===== src/rtl/wck_seq_pkg.sv =====
package wck_seq_pkg;

  typedef enum logic [2:0] {
    ST_OFF    = 3'd0,
    ST_STATIC = 3'd1,
    ST_HALF   = 3'd2,
    ST_FULL   = 3'd3,
    ST_LOCKED = 3'd4
  } seqState_e;

  localparam logic [1:0] MODE_STATIC = 2'b00;
  localparam logic [1:0] MODE_HALF   = 2'b01;
  localparam logic [1:0] MODE_FULL   = 2'b10;

  typedef struct packed {
    logic loadStatic;
    logic loadFull;
    logic tickPhase;
    logic clrIdle;
    logic tickIdle;
  } seqStrobe_t;

endpackage


===== src/rtl/wck_seq_dp.sv =====
module wck_seq_dp
  import wck_seq_pkg::*;
#(
  parameter int LEN_W         = 4,
  parameter int STATIC_CYCLES = 1,
  parameter int IDLE_CYCLES   = 16
) (
  input  logic             clk,
  input  logic             rstN,
  input  seqStrobe_t       strobe,
  input  logic [LEN_W-1:0] fullLen,
  output logic             phaseLast,
  output logic             idleLast
);

  localparam int ST_W   = $clog2(STATIC_CYCLES + 1);
  localparam int PH_W   = (ST_W > LEN_W) ? ST_W : LEN_W;
  localparam int IDLE_W = $clog2(IDLE_CYCLES + 1);
  localparam logic [PH_W-1:0]   STATIC_LOAD = PH_W'(STATIC_CYCLES - 1);
  localparam logic [IDLE_W-1:0] IDLE_END    = IDLE_W'(IDLE_CYCLES - 1);

  logic [PH_W-1:0]   phaseCnt;
  logic [IDLE_W-1:0] idleCnt;
  logic [PH_W-1:0]   fullLoad;

  // A zero length still gives one full-rate cycle.
  always_comb begin
    if (fullLen == '0) fullLoad = '0;
    else               fullLoad = PH_W'(fullLen) - PH_W'(1);
  end

  always_ff @(posedge clk) begin
    if (!rstN) begin
      phaseCnt <= '0;
    end else if (strobe.loadStatic) begin
      phaseCnt <= STATIC_LOAD;
    end else if (strobe.loadFull) begin
      phaseCnt <= fullLoad;
    end else if (strobe.tickPhase && phaseCnt != '0) begin
      phaseCnt <= phaseCnt - PH_W'(1);
    end
  end

  always_ff @(posedge clk) begin
    if (!rstN) begin
      idleCnt <= '0;
    end else if (strobe.clrIdle) begin
      idleCnt <= '0;
    end else if (strobe.tickIdle) begin
      idleCnt <= idleCnt + IDLE_W'(1);
    end
  end

  assign phaseLast = (phaseCnt == '0);
  assign idleLast  = (idleCnt == IDLE_END);

endmodule


===== src/rtl/wck_seq_ctrl.sv =====
module wck_seq_ctrl
  import wck_seq_pkg::*;
(
  input  logic       clk,
  input  logic       rstN,
  input  logic       syncReq,
  input  logic       freeRunEn,
  input  logic       dataAct,
  input  logic       phaseLast,
  input  logic       idleLast,
  output seqStrobe_t strobe,
  output logic [1:0] wckMode,
  output logic       synced,
  output logic       busy
);

  seqState_e state, stateNext;

  always_comb begin
    stateNext = state;
    strobe    = '0;
    unique case (state)
      ST_OFF: begin
        if (syncReq || dataAct) begin
          stateNext         = ST_STATIC;
          strobe.loadStatic = 1'b1;
        end
      end
      ST_STATIC: begin
        strobe.tickPhase = 1'b1;
        if (phaseLast) stateNext = ST_HALF;
      end
      ST_HALF: begin
        stateNext       = ST_FULL;
        strobe.loadFull = 1'b1;
      end
      ST_FULL: begin
        strobe.tickPhase = 1'b1;
        if (phaseLast) begin
          stateNext      = ST_LOCKED;
          strobe.clrIdle = 1'b1;
        end
      end
      ST_LOCKED: begin
        if (freeRunEn || dataAct) begin
          strobe.clrIdle = 1'b1;
        end else if (idleLast) begin
          stateNext      = ST_OFF;
          strobe.clrIdle = 1'b1;
        end else begin
          strobe.tickIdle = 1'b1;
        end
      end
      default: stateNext = ST_OFF;
    endcase
  end

  always_ff @(posedge clk) begin
    if (!rstN) state <= ST_OFF;
    else       state <= stateNext;
  end

  always_comb begin
    unique case (state)
      ST_HALF:            wckMode = MODE_HALF;
      ST_FULL, ST_LOCKED: wckMode = MODE_FULL;
      default:            wckMode = MODE_STATIC;
    endcase
  end

  assign synced = (state == ST_LOCKED);
  assign busy   = (state == ST_STATIC) || (state == ST_HALF) || (state == ST_FULL);

endmodule


===== src/rtl/wck_sync_seq.sv =====
module wck_sync_seq
  import wck_seq_pkg::*;
#(
  parameter int LEN_W         = 4,
  parameter int STATIC_CYCLES = 1,
  parameter int IDLE_CYCLES   = 16
) (
  input  logic             clk,
  input  logic             rstN,
  input  logic             syncReq,
  input  logic             freeRunEn,
  input  logic [LEN_W-1:0] fullLen,
  input  logic             dataAct,
  output logic [1:0]       wckMode,
  output logic             synced,
  output logic             busy
);

  seqStrobe_t strobe;
  logic       phaseLast;
  logic       idleLast;

  wck_seq_ctrl u_ctrl (
    .clk       (clk),
    .rstN      (rstN),
    .syncReq   (syncReq),
    .freeRunEn (freeRunEn),
    .dataAct   (dataAct),
    .phaseLast (phaseLast),
    .idleLast  (idleLast),
    .strobe    (strobe),
    .wckMode   (wckMode),
    .synced    (synced),
    .busy      (busy)
  );

  wck_seq_dp #(
    .LEN_W         (LEN_W),
    .STATIC_CYCLES (STATIC_CYCLES),
    .IDLE_CYCLES   (IDLE_CYCLES)
  ) u_dp (
    .clk       (clk),
    .rstN      (rstN),
    .strobe    (strobe),
    .fullLen   (fullLen),
    .phaseLast (phaseLast),
    .idleLast  (idleLast)
  );

endmodule


===== config.mk =====
export PLATFORM = sky130hd
export DESIGN_NAME = wck_sync_seq
export DESIGN_NICKNAME = d
export VERILOG_FILES = /design/src/rtl/wck_seq_pkg.sv /design/src/rtl/wck_seq_dp.sv /design/src/rtl/wck_seq_ctrl.sv /design/src/rtl/wck_sync_seq.sv
export SDC_FILE = /design/constraint.sdc
export NUM_CORES = 1
export LEC_CHECK = 0
export ABC_AREA = 1
export BUFFER_PORTS_ARGS = -buffer_cell sky130_fd_sc_hd__buf_2
export CORE_MARGIN = 2
export CORE_UTILIZATION = 46
export DETAILED_ROUTE_END_ITERATION = 6
export PLACE_DENSITY_LB_ADDON = 0.1
export REMOVE_ABC_BUFFERS = 1
export SETUP_SLACK_MARGIN = 0.15
export SYNTH_ARGS = -nofsm -noshare
export SYNTH_HDL_FRONTEND = slang
export SYNTH_HIERARCHICAL = 1
export SYNTH_SLANG_ARGS = --single-unit

===== constraint.sdc =====
create_clock -name clk -period 2.1 [get_ports clk]
set_input_delay 0.315 -clock clk [delete_from_list [all_inputs] [get_ports clk]]
set_output_delay 0.315 -clock clk [all_outputs]
set_load 0.005 [all_outputs]

==> results of run 1 <==
## cell usage after synthesis (all sizes together)
cell type / instances
xnor2: 1
nor2: 23
ha: 3
nand2: 24
nor3: 5
a21oi: 9
inv: 25
nor4: 1
buf: 1
clkinv: 1
nand3: 7
dfxtp: 12
or2: 1
o21ai: 10
xor2: 1
nand4: 3
## state kept, by name, summed over array words and instances, names as in the netlist
signal and cells:
u_dp/phaseCnt 4, u_dp/idleCnt 5, u_ctrl/state 3
## worst max-delay path: stages (launching register included)
cell	delay, ps
dfxtp_1	340
ha_1	210
inv_1	70
nor3_1	50
ha_1	200
nor4_1	280
buf_4	200
inv_1	60
nor3_1	200
nor3_1	60
## power by group through the flow
stage	sequential, W	clock, W	combinational [W]
floorplan	0.000328	0	0.000531
global placement	0.000337	0	0.000646
detailed placement	0.000338	0	0.000649
CTS	0.000333	0.000193	0.000657
global route	0.000344	0.000206	0.000738
finish	0.000333	0.000180	0.000649
## layer usage
layer	GRT usage [%]	part of all wire, %	wire [um]	vias to the layer above
li1	-	-	-	433
met1	19.4	46	688	327
met2	29.2	50	758	9
met3	2.35	2.9	44	2
met4	10.3	0.80	12	0
met5	0	0	0	-
## per-stage QoR
step	total power (W)	cell area, um2	hold slack (ps)	setup WS, ps	instances
after floorplan	0.000858	813	436	95.7	126
after global routing	0.00129	948	289	155	168
after CTS	0.00118	948	289	343	168
after detailed placement	0.000987	912	472	365	164
final	0.00116	948	301	327	168
after global placement	0.000983	912	473	429	164
## final cells by class
class / count / area, um2 / share of cell area, %
Sequential cell: 12 / 240 / 25.3
Multi-Input combinational cell: 88 / 475 / 50.1
Timing Repair Buffer: 13 / 67.6 / 7.12
Inverter: 26 / 97.6 / 10.3
Tap cell: 25 / 31.3 / 3.30
Clock buffer: 4 / 36.3 / 3.83
## logic make-up (layout without fill, tap and decap cells)
| logic type | Yosys count | count (layout) | synth area share (%) |
|---|---|---|---|
| xor gates and xnor gates | 2 | 2 | 2.14 |
| adders and majority gates | 3 | 3 | 4.59 |
| and+or+nand+nor | 64 | 64 | 38.8 |
| DFF | 12 | 12 | 29.4 |
| buffers and inverters | 27 | 43 | 12.5 |
| AOI/OAI and AO/OA | 19 | 19 | 12.5 |
## worst max-delay path by stage
stage               startpoint         endpoint  slack (ps)  cells after the start
2_1_floorplan  u_dp/idleCnt[0]  u_dp/idleCnt[3]         100                      8
3_3_place_gp   u_dp/idleCnt[0]  u_dp/idleCnt[3]         430                      9
3_5_place_dp   u_dp/idleCnt[0]  u_dp/idleCnt[2]         370                      9
4_1_cts        u_dp/idleCnt[0]  u_dp/idleCnt[2]         340                      9
5_1_grt        u_dp/idleCnt[0]  u_dp/idleCnt[2]         150                      9
6_report       u_dp/idleCnt[0]  u_dp/idleCnt[2]         330                      9
## cell usage in the layout (no fill, tap or decap)
cell type  count
a21oi_1        8
a21oi_2        1
buf_2         12
buf_4          1
clkbuf_4       3
clkbuf_8       1
clkinv_1       1
dfxtp_1       12
ha_1           3
inv_1         21
inv_2          4
nand2_1       19
nand2_2        2
nand2_4        3
nand3_1        5
nand3_2        2
nand4_1        3
nor2_1        20
nor2_2         2
nor2_4         1
nor3_1         5
nor4_1         1
o21ai_0        6
o21ai_1        3
o21ai_2        1
or2_1          1
xnor2_1        1
xor2_1         1
==> flow_summary.yaml, run 1 <==
sta:
  max_clock_freq_ghz: 0.564
  worstMarginPinSlew_ps: 307
  period_minus_slack_ps: 1770
  setup_viol: 0
  rsz0062_at_grt: "false"
  post-route-period-util_pct: 84.4
  finClkSkew_ps: 0.936
  slew_viol_final: 0
  slew_headroom_pct: 79.4
  finalSetupTns_ps: 0
  hold_violations: 0
worst_hold_path:
  whs_path_depth: 3
  hold_path_end: "u_ctrl/state[0]"
  hp-class: "primary input to register"
  hold_start: "rstN"
place:
  gp_congestion: 0.786
  dp_hpwl_um: 1220
  io_buffers: 12
power_and_ir_drop:
  power.density_nw_per_um2: 1230
  net-switching-power_w: 0.000527
  combinationalPowerShare_pct: 55.8
  internal_power_w: 0.000635
  p_seq_share_pct: 28.7
  p_leak_nw: 0.462
  p_sw_share_pct: 45.3
  clockPowerShare_pct: 15.5
  ir_drop_mv: 0.689
synth:
  syn_area_per_cell_um2: 6.44
  yosys_warnings: 6
  yosysUniqueCellTypes: 25
  synth-seq-cells: 12
  yosysTopAreaCell: "dfxtp_1"
  synthCells: 127
  netlist.area_leader.share_pct: 29.4
  synth_area_um2: 818
  ys_seq_area_share_pct: 29.4
  synth_area_leaders: "dfxtp_1 (29%), inv_1 (9.6%), nor2_1 (9.2%)"
floorplan:
  initial_utilization_pct: 47.9
  num_rows: 15
  die_w_um: 46.2
  die-area_um2: 2130
  die_h_um: 46.2
  core_area_um2: 1710
  num_io_pins: 13
final_layout:
  fillers: 165
  utilization_pct: 55.5
  finalNetCount: 156
  diodes: 0
  layout-drive-gt1-share_pct: 23.1
  syn2layout_area_growth_pct: 15.9
clock_network:
  clockBufferDepth: 2
  cts-resized-gates: 0
  ctsHtreeMaxLevel: 1
  path_clk_slew_ps: 70
  cts-root-buf: "clkbuf_4"
  postCtsHoldBufs: 0
  tritoncts: "built"
  post_cts_buffers: 0
  clock-sinks: 12
  clock_latency_ps: 270
  cts_buffers: 3
critical_path:
  worstSetupPathType: "register to register"
  r2r_cells: 9
  arrival_ps: 1930
  cp.required_ps: 2260
  r2r_slack_ps: 330
  crit_fanout: 7
  r2r_end: "u_dp/idleCnt[2]"
  r2r-start: "u_dp/idleCnt[0]"
  cp-end-kind: "register"
  crit_path_start_kind: "register"
global_routing:
  grtUsageTotal_pct: 16.9
  antenna_found_initial: 0
  grt_pass1_wl_um: 2570
  gr-total-overflow: 0
  grt_max_degree: 8
  grt_pass1_vias: 700
detailed_routing:
  num_vias: 771
  route.detailed.drc: 0
  wl_um: 1500
  drtIter0Drc: 15
  wl_per_cell_um: 8.95
  viasPerCell: 4.59
  ant_nets: 0
  first_pass_iters: 4
outcome:
  status: "finished, final reports clean"
run:
  max_cap_violations: 0
Power figures use the tool's default switching activity.
==> inputs of run 2 (changes only) <==
--- a/config.mk
+++ b/config.mk
@@ -5,7 +5,7 @@
 export SDC_FILE = /design/constraint.sdc
 export NUM_CORES = 1
 export LEC_CHECK = 0
-export ABC_AREA = 1
+export ABC_AREA = 0
 export BUFFER_PORTS_ARGS = -buffer_cell sky130_fd_sc_hd__buf_2
 export CORE_MARGIN = 2
 export CORE_UTILIZATION = 46
==> constraint.sdc (replaced) <==
create_clock -name clk -period 1.5 [get_ports clk]
set_input_delay 0.225 -clock clk [delete_from_list [all_inputs] [get_ports clk]]
set_output_delay 0.225 -clock clk [all_outputs]
set_load 0.005 [all_outputs]
==> run 2 against run 1 <==
Effect of this change:
- clock power is 10% higher
- area after synthesis is 6.4% lower
- flip-flop and latch count stayed put
- critical path depth is 5 lower
- the flow now finishes with violations (negative setup slack)
- fmax is 5.3% higher
- critical endpoint is now u_dp/phaseCnt[3]
- wire length is 76% higher
- final area is 40% higher
- sequential share of layout area is 6.5 points lower
- setup slack worse by 510 ps
- largest cell class unchanged
==> flow_summary.yaml, run 2 <==
sta:
  max_clock_freq_ghz: 0.594
  rsz0062_at_grt: "true"
  hold_ws_ps: 296
  finClkSkew_ps: 2.54
  setup_ws_ps: -184
  post-route-period-util_pct: 112
  slew_headroom_pct: 66.9
  hold_violations: 0
  slew_viol_final: 0
  setup_viol: 9
  period_minus_slack_ps: 1680
  worstMarginPinSlew_ps: 495
synth:
  synth-seq-cells: 12
  ys_seq_area_share_pct: 31.4
  synth_area_um2: 766
  synth_commonest_cells: "dfxtp_1 (12), nor2_1 (11), inv_1 (8)"
  synth_area_leaders: "dfxtp_1 (31%), nor2_1 (5.4%), ha_1 (4.9%)"
  synth_edf_count: 0
  ys.flop_type: "dfxtp_1"
  synth.most_common_cell: "dfxtp_1"
  yosysUniqueCellTypes: 43
  synthCells: 91
  netlist.area_leader.share_pct: 31.4
  yosys_warnings: 6
  synthArstFlopShare_pct: 0
  yosysTopAreaCell: "dfxtp_1"
  syn_area_per_cell_um2: 8.41
final_layout:
  fillers: 79
  final_cell_mix: "buf_4 (23), buf_2 (11), nor2_1 (9)"
  largest_register: "u_dp/idleCnt"
  diodes: 0
  largest_reg_flops: 5
  layout_commonest_cell: "buf_4"
  syn2layout_area_growth_pct: 72.9
  multiInputGateArea_um2: 644
  finalNetCount: 148
  top_regs: "u_dp/idleCnt x5, u_dp/phaseCnt x4, u_ctrl/state x3"
  layout-drive-gt1-share_pct: 65.7
  regArea_um2: 249
global_routing:
  antenna_found_initial: 0
  grtUsageTotal_pct: 23.3
  gr-total-overflow: 0
  grt_pass1_wl_um: 3370
  grt_pass1_vias: 783
  grt_max_degree: 10
detailed_routing:
  viasPerCell: 5.95
  wl_um: 2650
  wl_per_cell_um: 17.7
  first_pass_iters: 4
  route.detailed.drc: 0
  drtIter0Drc: 22
  ant_nets: 0
  num_vias: 892
floorplan:
  core_area_um2: 1540
  initial_utilization_pct: 49.7
  num_rows: 14
  die_h_um: 44.8
  die-area_um2: 2010
  num_io_pins: 13
  die_w_um: 44.8
place:
  dp_hpwl_um: 1310
  io_buffers: 12
  gp_congestion: 0.774
  place_ws_ps: -347
run:
  max_cap_violations: 0
clock_network:
  clockBufferDepth: 2
  postCtsHoldBufs: 0
  cts-root-buf: "clkbuf_4"
  clock_latency_ps: 270
  cts_buffers: 3
  clock-sinks: 12
  ctsHtreeMaxLevel: 1
  tritoncts: "built"
  path_clk_slew_ps: 80
critical_path:
  crit_path_start_kind: "register"
  r2r_slack_ps: -180
  r2r-start: "u_ctrl/state[2]"
  arrival_ps: 1880
  worstSetupPathType: "register to register"
  cp-end-kind: "register"
  cp.required_ps: 1690
  startpoint: "u_ctrl/state[2]"
  crit_fanout: 3
power_and_ir_drop:
  ir_drop_mv: 0.756
  power_w: 0.00140
  power.density_nw_per_um2: 1060
  p_leak_nw: 0.552
worst_hold_path:
  hp-class: "primary input to register"
  hold_start: "rstN"
outcome:
  violations: "negative setup slack"
  status: "finished, violations left"
[run 2: changes by cell type after synthesis, sizes merged, moves of 3 or more]
cell	change
nand2	-21
inv	-17
nor2	-12
a21oi	-8
o21ai	-7
nand2b	+3
nand3	-3
nor3	-3
nor3b	+3
[run 2: repair_timing]
action,in CTS,in global routing
resized for setup,42,16
endpoints found under the hold margin,0,0
setup buffers,7,5
pin swaps,14,14
gates cloned,0,1
setup endpoints to repair,13,16
[run 2: per-stage QoR]
step / util, % / cells / TNS, ps / cell area, um2
5_1_grt: 85.9 / 150 / -1730 / 1320
6_report: 85.9 / 150 / -1130 / 1320
4_1_cts: 76.8 / 144 / -759 / 1180
2_1_floorplan: - / 87 / -1710 / 734
3_5_place_dp: 62.1 / 134 / -1850 / 957
3_3_place_gp: 62.1 / 134 / -1520 / 957
[run 2: kinds of logic after synthesis]
logic type | count (synthesis) | synth area share (%)
xor+xnor | 3 | 3.43
mux | 1 | 1.31
flops | 12 | 31.4
compound gates | 17 | 17.0
simple gates | 43 | 34.0
buf+inv | 12 | 8.01
fa+ha+maj | 3 | 4.90
[run 2: power by group]
part           internal, W  switching (W)
combinational     0.000443       0.000360
clock            0.0000927       0.000105
sequential        0.000356      0.0000415
[run 2: metal layers]
metal  global-route usage (%)  vias up  wire length [um]
met5                        0        -                 0
met4                     10.0        0               142
met3                     4.80       14               130
met2                     41.2       34              1370
met1                     27.0      423              1010
li1                         -      421                 -
[run 2: path summary, 6_finish.rpt]
path / end / depth (start not counted)
max: u_dp/phaseCnt[3] / 4
min: u_dp/phaseCnt[3] / 3
max reg2reg: u_dp/phaseCnt[3] / 4
min reg2reg: u_dp/idleCnt[4] / 2
[run 2: worst max-delay path, stage by stage (launching register included)]
cell and delay (ps):
dfxtp_2 340, and2b_1 230, or4b_4 470, or4_1 410, a31oi_1 150
[run 2: area by class of cell]
type	instances	area share, %
well taps	16	1.51
clock buffers	3	1.70
flip-flops and latches	12	18.8
repair buffers	44	27.0
multi-input cells	67	48.7
inverters	8	2.27
